===== src/rtl/wol_match_track.sv =====
module wol_match_track #(
   parameter int NUM_PAT = 9,
   parameter int GRP     = 3,
   localparam int NUM_GRP = NUM_PAT / GRP
) (
   input  logic               clk,
   input  logic               rst_n,
   input  logic               init,
   input  logic               clr,
   input  logic               sof_set,
   input  logic               frame_end,
   input  logic               pos_max,
   input  logic [NUM_GRP-1:0] grp_en,
   input  logic [NUM_PAT-1:0] hit,
   input  logic [NUM_PAT-1:0] last,
   output logic [NUM_PAT-1:0] match_q,
   output logic               frame_done_q
);
   logic [NUM_PAT-1:0] run_q;

   for (genvar p = 0; p < NUM_PAT; p++) begin : g_pat
      logic cmp;
      assign cmp = grp_en[p / GRP] & run_q[p];

      always_ff @(posedge clk or negedge rst_n) begin
         if (!rst_n) begin
            run_q[p]   <= 1'b0;
            match_q[p] <= 1'b0;
         end else begin
            if (init)
               run_q[p] <= 1'b0;
            else if (sof_set)
               run_q[p] <= 1'b1;
            else if (cmp & (~hit[p] | last[p] | pos_max))
               run_q[p] <= 1'b0;
            else if (frame_end)
               run_q[p] <= 1'b0;

            if (init | clr)
               match_q[p] <= 1'b0;
            else if (cmp & hit[p] & last[p])
               match_q[p] <= 1'b1;
         end
      end
   end

   always_ff @(posedge clk or negedge rst_n) begin
      if (!rst_n) frame_done_q <= 1'b0;
      else        frame_done_q <= frame_end & ~init;
   end
endmodule


===== config.mk =====
export PLATFORM = sky130hd
export DESIGN_NAME = wol_match_track
export DESIGN_NICKNAME = d
export VERILOG_FILES = /design/src/rtl/wol_match_track.sv
export SDC_FILE = /design/constraint.sdc
export NUM_CORES = 1
export LEC_CHECK = 0
export ABC_AREA = 1
export BUFFER_PORTS_ARGS = -buffer_cell sky130_fd_sc_hd__buf_4
export CAP_MARGIN = 20
export CORE_AREA = 10 10 61 58
export DETAILED_ROUTE_END_ITERATION = 8
export DIE_AREA = 0 0 71 68
export PLACE_DENSITY = 0.73
export SYNTH_ARGS = -nofsm -noshare
export SYNTH_HDL_FRONTEND = slang
export SYNTH_SLANG_ARGS = --single-unit

===== constraint.sdc =====
create_clock -name clk -period 0.8 [get_ports clk]
set_clock_uncertainty 0.05 [all_clocks]
set_input_delay 0.04 -clock clk [delete_from_list [all_inputs] [get_ports clk]]
set_output_delay 0.04 -clock clk [all_outputs]
set_load 0.005 [all_outputs]

==> results of run 1 <==
worst max-delay path by stage:
stage,end,slack [ns],cells after the start
2_1_floorplan,match_q[1],0.08,4
3_3_place_gp,run_q[0],-0.02,6
3_5_place_dp,run_q[0],-0.06,6
4_1_cts,match_q[6],-0.13,1
5_1_grt,match_q[0],-0.16,1
6_report,match_q[5],-0.12,1
synth_stat cells:
library cell	count
buf_6	1
clkinv_1	1
dfrtp_1	19
inv_1	20
nand2_1	46
nand2_2	1
nand3_1	9
nor2_1	37
or2_1	1
power breakdown:
part / total, mW / internal, mW / switching (mW)
Combinational: 0.337 / 0.174 / 0.164
Clock: 0.492 / 0.194 / 0.298
Sequential: 1.02 / 0.996 / 0.0216
through the flow:
stage | cells | hold slack, ns | power, mW
5_1_grt | 214 | 0.0231 | 1.95
2_1_floorplan | 135 | -0.306 | 1.15
3_5_place_dp | 199 | -0.119 | 1.33
4_1_cts | 211 | 0.00596 | 1.85
3_3_place_gp | 199 | -0.123 | 1.32
6_report | 214 | 0.00934 | 1.85
registers in the layout, summed over array words and instances (netlist names):
register / flops
match_q: 9
run_q: 9
frame_done_q: 1
repair_timing:
action | 4_1_cts | 5_1_grt
endpoints found under the hold margin | 29 | 0
buffers inserted | 2 | 3
cloned | 0 | 0
hold buffers | 6 | 0
gates resized for setup | 10 | 19
pin swaps | 4 | 22
endpoints found under the setup margin | 12 | 27
routing by layer:
| metal | share of wire [%] | GRT usage (%) | vias up |
|---|---|---|---|
| met2 | 53 | 19.7 | 21 |
| met3 | 3.1 | 2.02 | 4 |
| met4 | 1.0 | 4.83 | 0 |
| li1 | - | - | 495 |
| met5 | 0 | 0 | - |
| met1 | 43 | 11.1 | 446 |
cells by family (layout without fill, tap and decap cells):
family	count (synthesis)	count (layout)	share of synthesized area, %
AND/OR/NAND/NOR	94	94	39.5
buffers and inverters	22	73	9.64
flip-flops	19	19	50.9
tightest hold or removal path, delay by kind of cell:
kind | cells | cell delay [ns]
simple gates | 4 | 0.19
buf+inv | 1 | 0.09
area by class of cell:
| type | count | area share [%] |
|---|---|---|
| flip-flops and latches | 19 | 32.6 |
| repair buffers | 48 | 29.6 |
| multi-input cells | 94 | 28.1 |
| inverters | 21 | 5.41 |
| well taps | 28 | 2.41 |
| clock buffers | 4 | 1.80 |
==> metrics.yaml, run 1 <==
global_routing:
  overflow: 0
  grt_max_degree: 20
  grt_pass1_vias: 987
  antenna_found_initial: 0
  grt_use_total_pct: 10.4
  grt_pass1_wl_um: 4110
sta:
  finalCritPeriodShare_pct: 116
  setup_viol: 16
  tightest_slew_ns: 0.355
  relSlewSlack_pct: 76.3
  layout_min_cycle_time_ns: 0.925
  setup_slack_ns: -0.125
  finalSetupTns_ns: -1.26
  rsz0062_at_grt: "yes"
  hold_viol_final: 0
  slew_viol_final: 0
  max_freq_mhz: 1080
clock_tree:
  h-tree-depth: 1
  clk_pin_slew_ns: 0.11
  cts-root-buf: "clkbuf_4"
  numCtsBuffers: 3
  cts_tree: "yes"
  insertion_delay_ns: 0.29
  numClockSinks: 19
  clk_path_buf_depth: 2
cells_and_area:
  drive_gt1_share_pct: 30.1
  multiInputGateArea_sq_um: 409
  antenna_cells: 0
  final_util_pct: 62.2
  regArea_sq_um: 475
  fillCellCount: 220
  syn2layout_area_growth_pct: 55.8
  layout_common_cells: "nand2_1 (45), buf_4 (29), nor2_1 (28)"
  final_common_cell: "nand2_1"
  final_cell_area_sq_um: 1460
  final_nets: 215
place:
  io_buffer_count: 37
  pre_cts_slack_ns: -0.0601
  dp_hpwl_um: 1840
  dpl-instance-area_sq_um: 1240
  routabilityCongestion: 0.728
setup_path:
  cp.required_ns: 0.71
  critPathTopFamily: "flip-flops"
  cp.buffers_inverters: 1
  cp.arrival_ns: 0.83
  critPathCaptureType: "primary output"
  startpoint_type: "flip-flop"
  r2r_cells: 3
  crit_path_max_incr_delay_ns: 0.42
  startpoint: "match_q[5]"
  reg2reg_slack_ns: -0.07
  path_class: "flip-flop to primary output"
  path_cells: "buf_6"
  timing.rr.start: "match_q[8]"
  r2r_end: "match_q[8]"
  critPathSlowestCell: "dfrtp_1"
  crit_fanout: 2
floorplan:
  core_area_sq_um: 2340
  die_h_um: 68
  row_count: 17
  start_util_pct: 39.9
  die_area_sq_um: 4830
  fp.dieW_um: 71
  ios: 38
routing:
  ant_nets: 0
  dr.pass1.iters: 4
  vias_per_cell: 4.51
  routed_wl_um: 2590
  drt-initial-drc-count: 35
  drc_errors: 0
  wire_per_inst_um: 12.1
  vias: 966
synthesis:
  yosys.area.top_type: "dfrtp_1"
  netlist-cell-type-count: 9
  synthTopCellsByArea: "dfrtp_1 (51%), nand2_1 (18%), nor2_1 (15%)"
  synth_cells: 135
  ys_seq_area_share_pct: 50.9
  syn_area_sq_um: 935
  synth_nets: 163
  ys.warnings.count: 0
  synth.avg_cell_area_sq_um: 6.92
  synth_seq_cells: 19
  synth_top_area_share_pct: 50.9
outcome:
  violations: "setup timing"
  status: "finished, violations left"
power_and_ir_drop:
  peakVddDrop_mv: 0.916
  p_leak_nw: 0.818
  powerDensity_nw_per_um2: 1270
hold_path:
  hold_end: "run_q[1]"
  hold_class: "input pin to flip-flop"
  holdPathStages: 5
  min-delay-start: "hit[1]"
flow_run:
  cap_violations: 0
Power figures use the tool's default switching activity.
==> inputs of run 2 (changes only) <==
Settings changed: ABC_AREA 1 to default, CORE_AREA 10 10 61 58 to 10 10 60 57, CTS_CLUSTER_DIAMETER from default to 200, DIE_AREA 0 0 71 68 to 0 0 70 67, PLACE_DENSITY 0.73 to 0.71.
==> run 2 against run 1 <==
The flow finishes with violations (hold timing, setup timing). Synthesized area down 9.6%. Sequential power about the same. Final cell count down 29%. Count of clock-buffer cells in the layout unchanged. Clock power down 4.9%. Routed wire length up 8.6%. Global-route usage up 1.5 points. Highest routed layer unchanged. Sequential cell count unchanged. Critical path type unchanged. First-iteration DRC count down 31%. Die area down 2.9%.
==> metrics.yaml, run 2 <==
power_and_ir_drop:
  p_int_mw: 1.38  # +1.4%
  power.switching_mw: 0.463  # -4.3%
  p_comb_share_pct: 19.4  # +1.1 points
  peakVddDrop_mv: 1.16  # +27%
  p_leak_nw: 0.628  # -23%
  switching_share_pct: 25.1  # -1.1 points
  pwr-share-clk_pct: 25.4  # -1.2 points
  pwr-share-seq_pct: 55.3  # +0.2 points
  finalPower_mw: 1.85  # -0.10%
  powerDensity_nw_per_um2: 1270  # -0.10%
clock_tree:
  cts_tree: "yes"
  clk_pin_slew_ns: 0.10  # about the same
  cts-root-buf: "clkbuf_4"
  clk_path_buf_depth: 2  # unchanged
  numClockSinks: 19  # unchanged
  insertion_delay_ns: 0.29  # about the same
  numCtsBuffers: 3  # unchanged
  h-tree-depth: 1  # unchanged
synthesis:
  ys_seq_area_share_pct: 56.3  # +5.4 points
  synth_edf_count: 0  # unchanged
  synth_cells: 72  # -47%
  synth_nets: 100  # -39%
  netlist-cell-type-count: 10  # +1
  synthTopCellsByArea: "dfrtp_1 (56%), a221oi_1 (9.3%), a41oi_1 (9.3%)"
  synth.avg_cell_area_sq_um: 11.7  # +69%
  syn_area_sq_um: 845  # -9.6%
  synth_top_area_share_pct: 56.3  # +5.4 points
  ys.warnings.count: 0  # unchanged
  synth_seq_cells: 19  # unchanged
  ys_async_sr_fraction_pct: 100  # unchanged
  synth_most_common_cell: "dfrtp_1"
  yosys.area.top_type: "dfrtp_1"
  synth-main-ff-cell: "dfrtp_1"
global_routing:
  grt_pass1_wl_um: 4580  # +11%
  grt_max_degree: 20  # unchanged
  overflow: 0  # unchanged
  grt_use_total_pct: 11.9  # +1.5 points
  grt_pass1_vias: 908  # -8.0%
  antenna_found_initial: 0  # unchanged
sta:
  relSlewSlack_pct: 73.8  # -2.6 points
  rsz0062_at_grt: "yes"
  setup_slack_ns: -0.134  # -0.00879 ns
  finalCritPeriodShare_pct: 117  # +1.1 points
  tightest_slew_ns: 0.391  # +0.0360 ns
  holdWs_ns: -0.0280  # -0.0373 ns
  layout_min_cycle_time_ns: 0.934  # +0.00879 ns
  slew_viol_final: 0  # unchanged
  setup_viol: 25  # +9
  hold_viol_final: 10  # +10
  max_freq_mhz: 1070  # -0.94%
place:
  routabilityCongestion: 0.723  # -0.69%
  dp_hpwl_um: 1900  # +2.9%
  dpl-instance-area_sq_um: 1170  # -5.3%
  io_buffer_count: 37  # unchanged
setup_path:
  cp.buffers_inverters: 1  # unchanged
  critPathSlowestCell: "dfrtp_1"
  cp.required_ns: 0.71  # about the same
  critPathTopFamily: "flip-flops"
  startpoint: "match_q[4]"
  reg2reg_slack_ns: -0.13  # -0.06 ns
  path_class: "flip-flop to primary output"
  startpoint_type: "flip-flop"
  critPathCaptureType: "primary output"
  path_cells: "buf_6"
  crit_fanout: 2  # unchanged
  timing.rr.start: "match_q[3]"
  crit_path_max_incr_delay_ns: 0.43  # about the same
  cp.arrival_ns: 0.84  # about the same
floorplan:
  row_count: 16  # -1
  ios: 38  # unchanged
  start_util_pct: 39.1  # -0.88 points
  die_h_um: 67  # -1.5%
  die_area_sq_um: 4690  # -2.9%
  core_area_sq_um: 2160  # -7.6%
  fp.dieW_um: 70  # -1.4%
cells_and_area:
  top_regs: "match_q (9), run_q (9), frame_done_q (1)"
  antenna_cells: 0  # unchanged
  fillCellCount: 173  # -21%
  layout_common_cells: "buf_4 (33), dfrtp_1 (19), buf_6 (12)"
  syn2layout_area_growth_pct: 72.4
  final_cell_area_sq_um: 1460  # unchanged
  drive_gt1_share_pct: 54.0  # +24 points
  final_nets: 153  # -29%
  final_common_cell: "buf_4"
routing:
  drc_errors: 0  # unchanged
  vias: 839  # -13%
  routed_wl_um: 2810  # +8.6%
  dr.pass1.iters: 5  # +1
  drt-initial-drc-count: 24  # -31%
  ant_nets: 0  # unchanged
  wire_per_inst_um: 18.6  # +54%
  vias_per_cell: 5.56  # +23%
outcome:
  violations: "hold timing, setup timing"
  status: "finished, violations left"
flow_run:
  cap_violations: 0  # unchanged
hold_path:
  min-delay-start: "last[3]"
  hold_class: "input pin to flip-flop"
-- run 2: changes by cell type after synthesis, moves of 4 or more --
cell,before,now
a221oi_1,0,9
a41oi_1,0,9
inv_1,20,0
nand2_1,46,0
nand2b_1,0,9
nand3_1,9,0
nor2_1,37,9
nor2b_1,0,4
or3b_1,0,9
-- run 2: logic make-up after synthesis --
logic type	synth area share [%]
AND/OR/NAND/NOR	23.7
buffers and inverters	1.33
AO/OA/AOI/OAI	18.7
flip-flops	56.3
-- run 2: cell type report --
cell class | instances | area (sq um) | share of cell area, %
clock buffers | 4 | 26.3 | 1.80
inverters | 1 | 3.75 | 0.258
multi-input cells | 50 | 482 | 33.1
flip-flops and latches | 19 | 475 | 32.6
well taps | 27 | 33.8 | 2.32
repair buffers | 50 | 435 | 29.9
-- run 2: routing by layer --
metal / share of wire, % / track usage, % / vias to the layer above
met3: 8.0 / 4.89 / 6
li1: - / - / 385
met4: 1.6 / 2.96 / 0
met5: 0 / 0 / -
met2: 49 / 20.2 / 40
met1: 41 / 13.7 / 408
-- run 2: path summary, 6_finish.rpt --
kind / end / cells past startpoint
max: match_q[4] / 1
min in group asynchronous: frame_done_q / 2
min: run_q[3] / 3
max in group asynchronous: match_q[6] / 2
min reg2reg: match_q[5] / 2
max reg2reg: match_q[3] / 3
-- run 2: what timing repair did --
action	in CTS	in global routing
cloned	0	0
hold buffers	4	1
resized for setup	25	6
pin swaps	10	3
hold endpoints to repair	36	7
setup endpoints to repair	22	28
buffers inserted	4	1
-- run 2: power groups by stage --
stage | combinational, mW | clock (mW) | sequential (mW)
after detailed placement | 0.274 | 0 | 1.03
after CTS | 0.338 | 0.499 | 1.02
after floorplan | 0.0889 | 0 | 1.03
final | 0.357 | 0.468 | 1.02
after global routing | 0.390 | 0.535 | 1.03
after global placement | 0.271 | 0 | 1.03
-- run 2: stage by stage --
stage	setup slack [ns]	cells	utilization (%)	TNS [ns]
after detailed placement	-0.217	137	54.2	-1.51
after global placement	-0.188	137	54.2	-1.27
after global routing	-0.158	151	67.4	-2.99
after CTS	-0.130	149	64.9	-1.71
final	-0.134	151	67.4	-1.90
after floorplan	0.0250	72	-	0
==> inputs of run 3 (changes only) <==
--- a/constraint.sdc
+++ b/constraint.sdc
@@ -4,2 +4,2 @@
 set_output_delay 0.04 -clock clk [all_outputs]
-set_load 0.005 [all_outputs]
+set_load 0.1 [all_outputs]
==> run 3 against run 2 <==
The run still ends with hold timing, setup timing left. Largest cell class is now buffers. Via count is 3.2% higher. First-iteration DRC count fell by 58%. Sequential power about the same.
==> metrics.yaml, run 3 (same netlist as run 2, synthesis figures left out) <==
power_and_ir_drop:
  p_leak_nw: 0.715  # +14%
  peakVddDrop_mv: 0.953  # -18%
  powerDensity_nw_per_um2: 1140  # -9.7%
  finalPower_mw: 1.98  # +7.0%
sta:
  finalSetupTns_ns: -4.45  # -2.55 ns
  rsz0062_at_grt: "yes"
  layout_min_cycle_time_ns: 1.07  # +0.138 ns
  finalCritPeriodShare_pct: 134  # +17 points
  setup_viol: 28  # +12%
  max_freq_mhz: 933  # -13%
  setup_slack_ns: -0.272  # -0.138 ns
  slew_viol_final: 0  # unchanged
  hold_viol_final: 11  # +1
  tightest_slew_ns: 0.408  # +0.0175 ns
  relSlewSlack_pct: 72.6  # -1.2 points
  holdWs_ns: -0.0272  # +0.000777 ns
hold_path:
  hold_class: "input pin to flip-flop"
  holdPathStages: 3  # unchanged
global_routing:
  grt_pass1_wl_um: 4730  # +3.2%
  grt_max_degree: 20  # unchanged
  overflow: 0  # unchanged
  grt_pass1_vias: 968  # +6.6%
  grt_use_total_pct: 12.1  # +0.17 points
  antenna_found_initial: 0  # unchanged
setup_path:
  critPathCaptureType: "primary output"
  cp.required_ns: 0.71  # about the same
  path_class: "flip-flop to primary output"
  crit_cells: 1  # unchanged
  cp.arrival_ns: 0.98  # +0.14 ns
  crit_fanout: 2  # unchanged
  critPathSlowestCell: "dfrtp_4"
  critPathTopFamily: "flip-flops"
  endpoint: "match_q[7]"
  cp.buffers_inverters: 1  # unchanged
  startpoint_type: "flip-flop"
  path_cells: "buf_12"
  startpoint: "match_q[7]"
  reg2reg_slack_ns: -0.20  # -0.07 ns
  r2r_end: "match_q[6]"
  timing.rr.start: "match_q[6]"
  r2r_cells: 3  # unchanged
  crit_path_max_incr_delay_ns: 0.51  # +0.08 ns
cells_and_area:
  layout_common_cells: "buf_4 (48), buf_12 (10)"
  antenna_cells: 0  # unchanged
  fillCellCount: 131  # -24%
  drive_gt1_share_pct: 69.0  # +15 points
  final_common_cell: "buf_4"
  final_nets: 171  # +12%
  top_regs: "match_q (9), run_q (9), frame_done_q (1)"
  layout.cells.non_filler: 169  # +12%
  syn2layout_area_growth_pct: 104
  final_cell_area_sq_um: 1730  # +19%
routing:
  vias: 866  # +3.2%
  drc_errors: 0  # unchanged
  drt-initial-drc-count: 10  # -58%
  dr.pass1.iters: 3  # -2
  vias_per_cell: 5.12  # -7.8%
  wire_per_inst_um: 16.9  # -9.4%
  routed_wl_um: 2850  # +1.4%
  ant_nets: 0  # unchanged
floorplan:
  row_count: 16  # unchanged
  core_area_sq_um: 2160  # unchanged
  ios: 38  # unchanged
  fp.dieW_um: 70  # unchanged
  start_util_pct: 39.1  # unchanged
  die_h_um: 67  # unchanged
  die_area_sq_um: 4690  # unchanged
outcome:
  status: "finished, violations left"
  violations: "hold timing, setup timing"
clock_tree:
  h-tree-depth: 1  # unchanged
  cts-root-buf: "clkbuf_4"
  cts_tree: "yes"
  numClockSinks: 19  # unchanged
  holdBufCountCts: 2  # -2
  insertion_delay_ns: 0.29  # about the same
  clk_path_buf_depth: 2  # unchanged
  numCtsBuffers: 3  # unchanged
  clk_pin_slew_ns: 0.11  # about the same
place:
  place_inst: 154  # +12%
  dp_hpwl_um: 2030  # +7.0%
  dpl-instance-area_sq_um: 1400  # +20%
  io_buffer_count: 37  # unchanged
  routabilityCongestion: 0.788  # +9.1%
flow_run:
  cap_violations: 0  # unchanged
## run 3: changes by cell type in the layout (fill, tap and decap cells not counted)
cell            delta
buf_4             +15
dfrtp_1           -10
dfrtp_4            +9
buf_6              -4
buf_12            +10
dlymetal6s4s_1     -1
dlygate4sd3_1      -2
dfrtp_2            +1
## run 3: worst min path at each step
| stage | start | endpoint | slack [ns] |
|---|---|---|---|
| finish | last[3] | run_q[3] | -0.03 |
| global route | last[3] | run_q[3] | -0.04 |
| CTS | last[8] | run_q[8] | -0.04 |
| detailed placement | rst_n | run_q[2] | -0.12 |
| global placement | rst_n | run_q[2] | -0.12 |
| floorplan | rst_n | frame_done_q | -0.31 |
## run 3: area by class of cell
type	instances	area, sq um	area share [%]
Timing Repair Buffer	68	671	38.8
Sequential cell	19	510	29.6
Inverter	1	3.75	0.217
Multi-Input combinational cell	50	482	27.9
Tap cell	27	33.8	1.96
Clock buffer	4	26.3	1.52
## run 3: routing by layer
layer	part of all wire, %	GRT usage [%]	vias up
met5	0	0	-
met2	47	19.5	27
met1	47	15.7	419
met3	5.9	3.85	0
li1	-	-	420
met4	0	2.22	0
## run 3: stage by stage
step / util, % / hold WS (ns) / setup WS, ns
2_1_floorplan: - / -0.306 / -0.215
4_1_cts: 78.6 / -0.0364 / -0.273
5_1_grt: 79.9 / -0.0409 / -0.310
3_3_place_gp: 64.8 / -0.117 / -0.158
3_5_place_dp: 64.8 / -0.123 / -0.202
6_report: 79.9 / -0.0272 / -0.272
## run 3: power breakdown
group	internal [mW]	leakage, nW	total, mW	switching (mW)
Sequential	0.997	0.236	1.03	0.0294
Clock	0.194	0.0150	0.483	0.289
Combinational	0.251	0.464	0.466	0.216
## run 3: timing repair
| item | 4_1_cts | 5_1_grt |
|---|---|---|
| gates resized for setup | 44 | 3 |
| endpoints found under the setup margin | 28 | 28 |
| pin swaps | 15 | 6 |
| setup buffers | 7 | 2 |
| endpoints found under the hold margin | 29 | 8 |
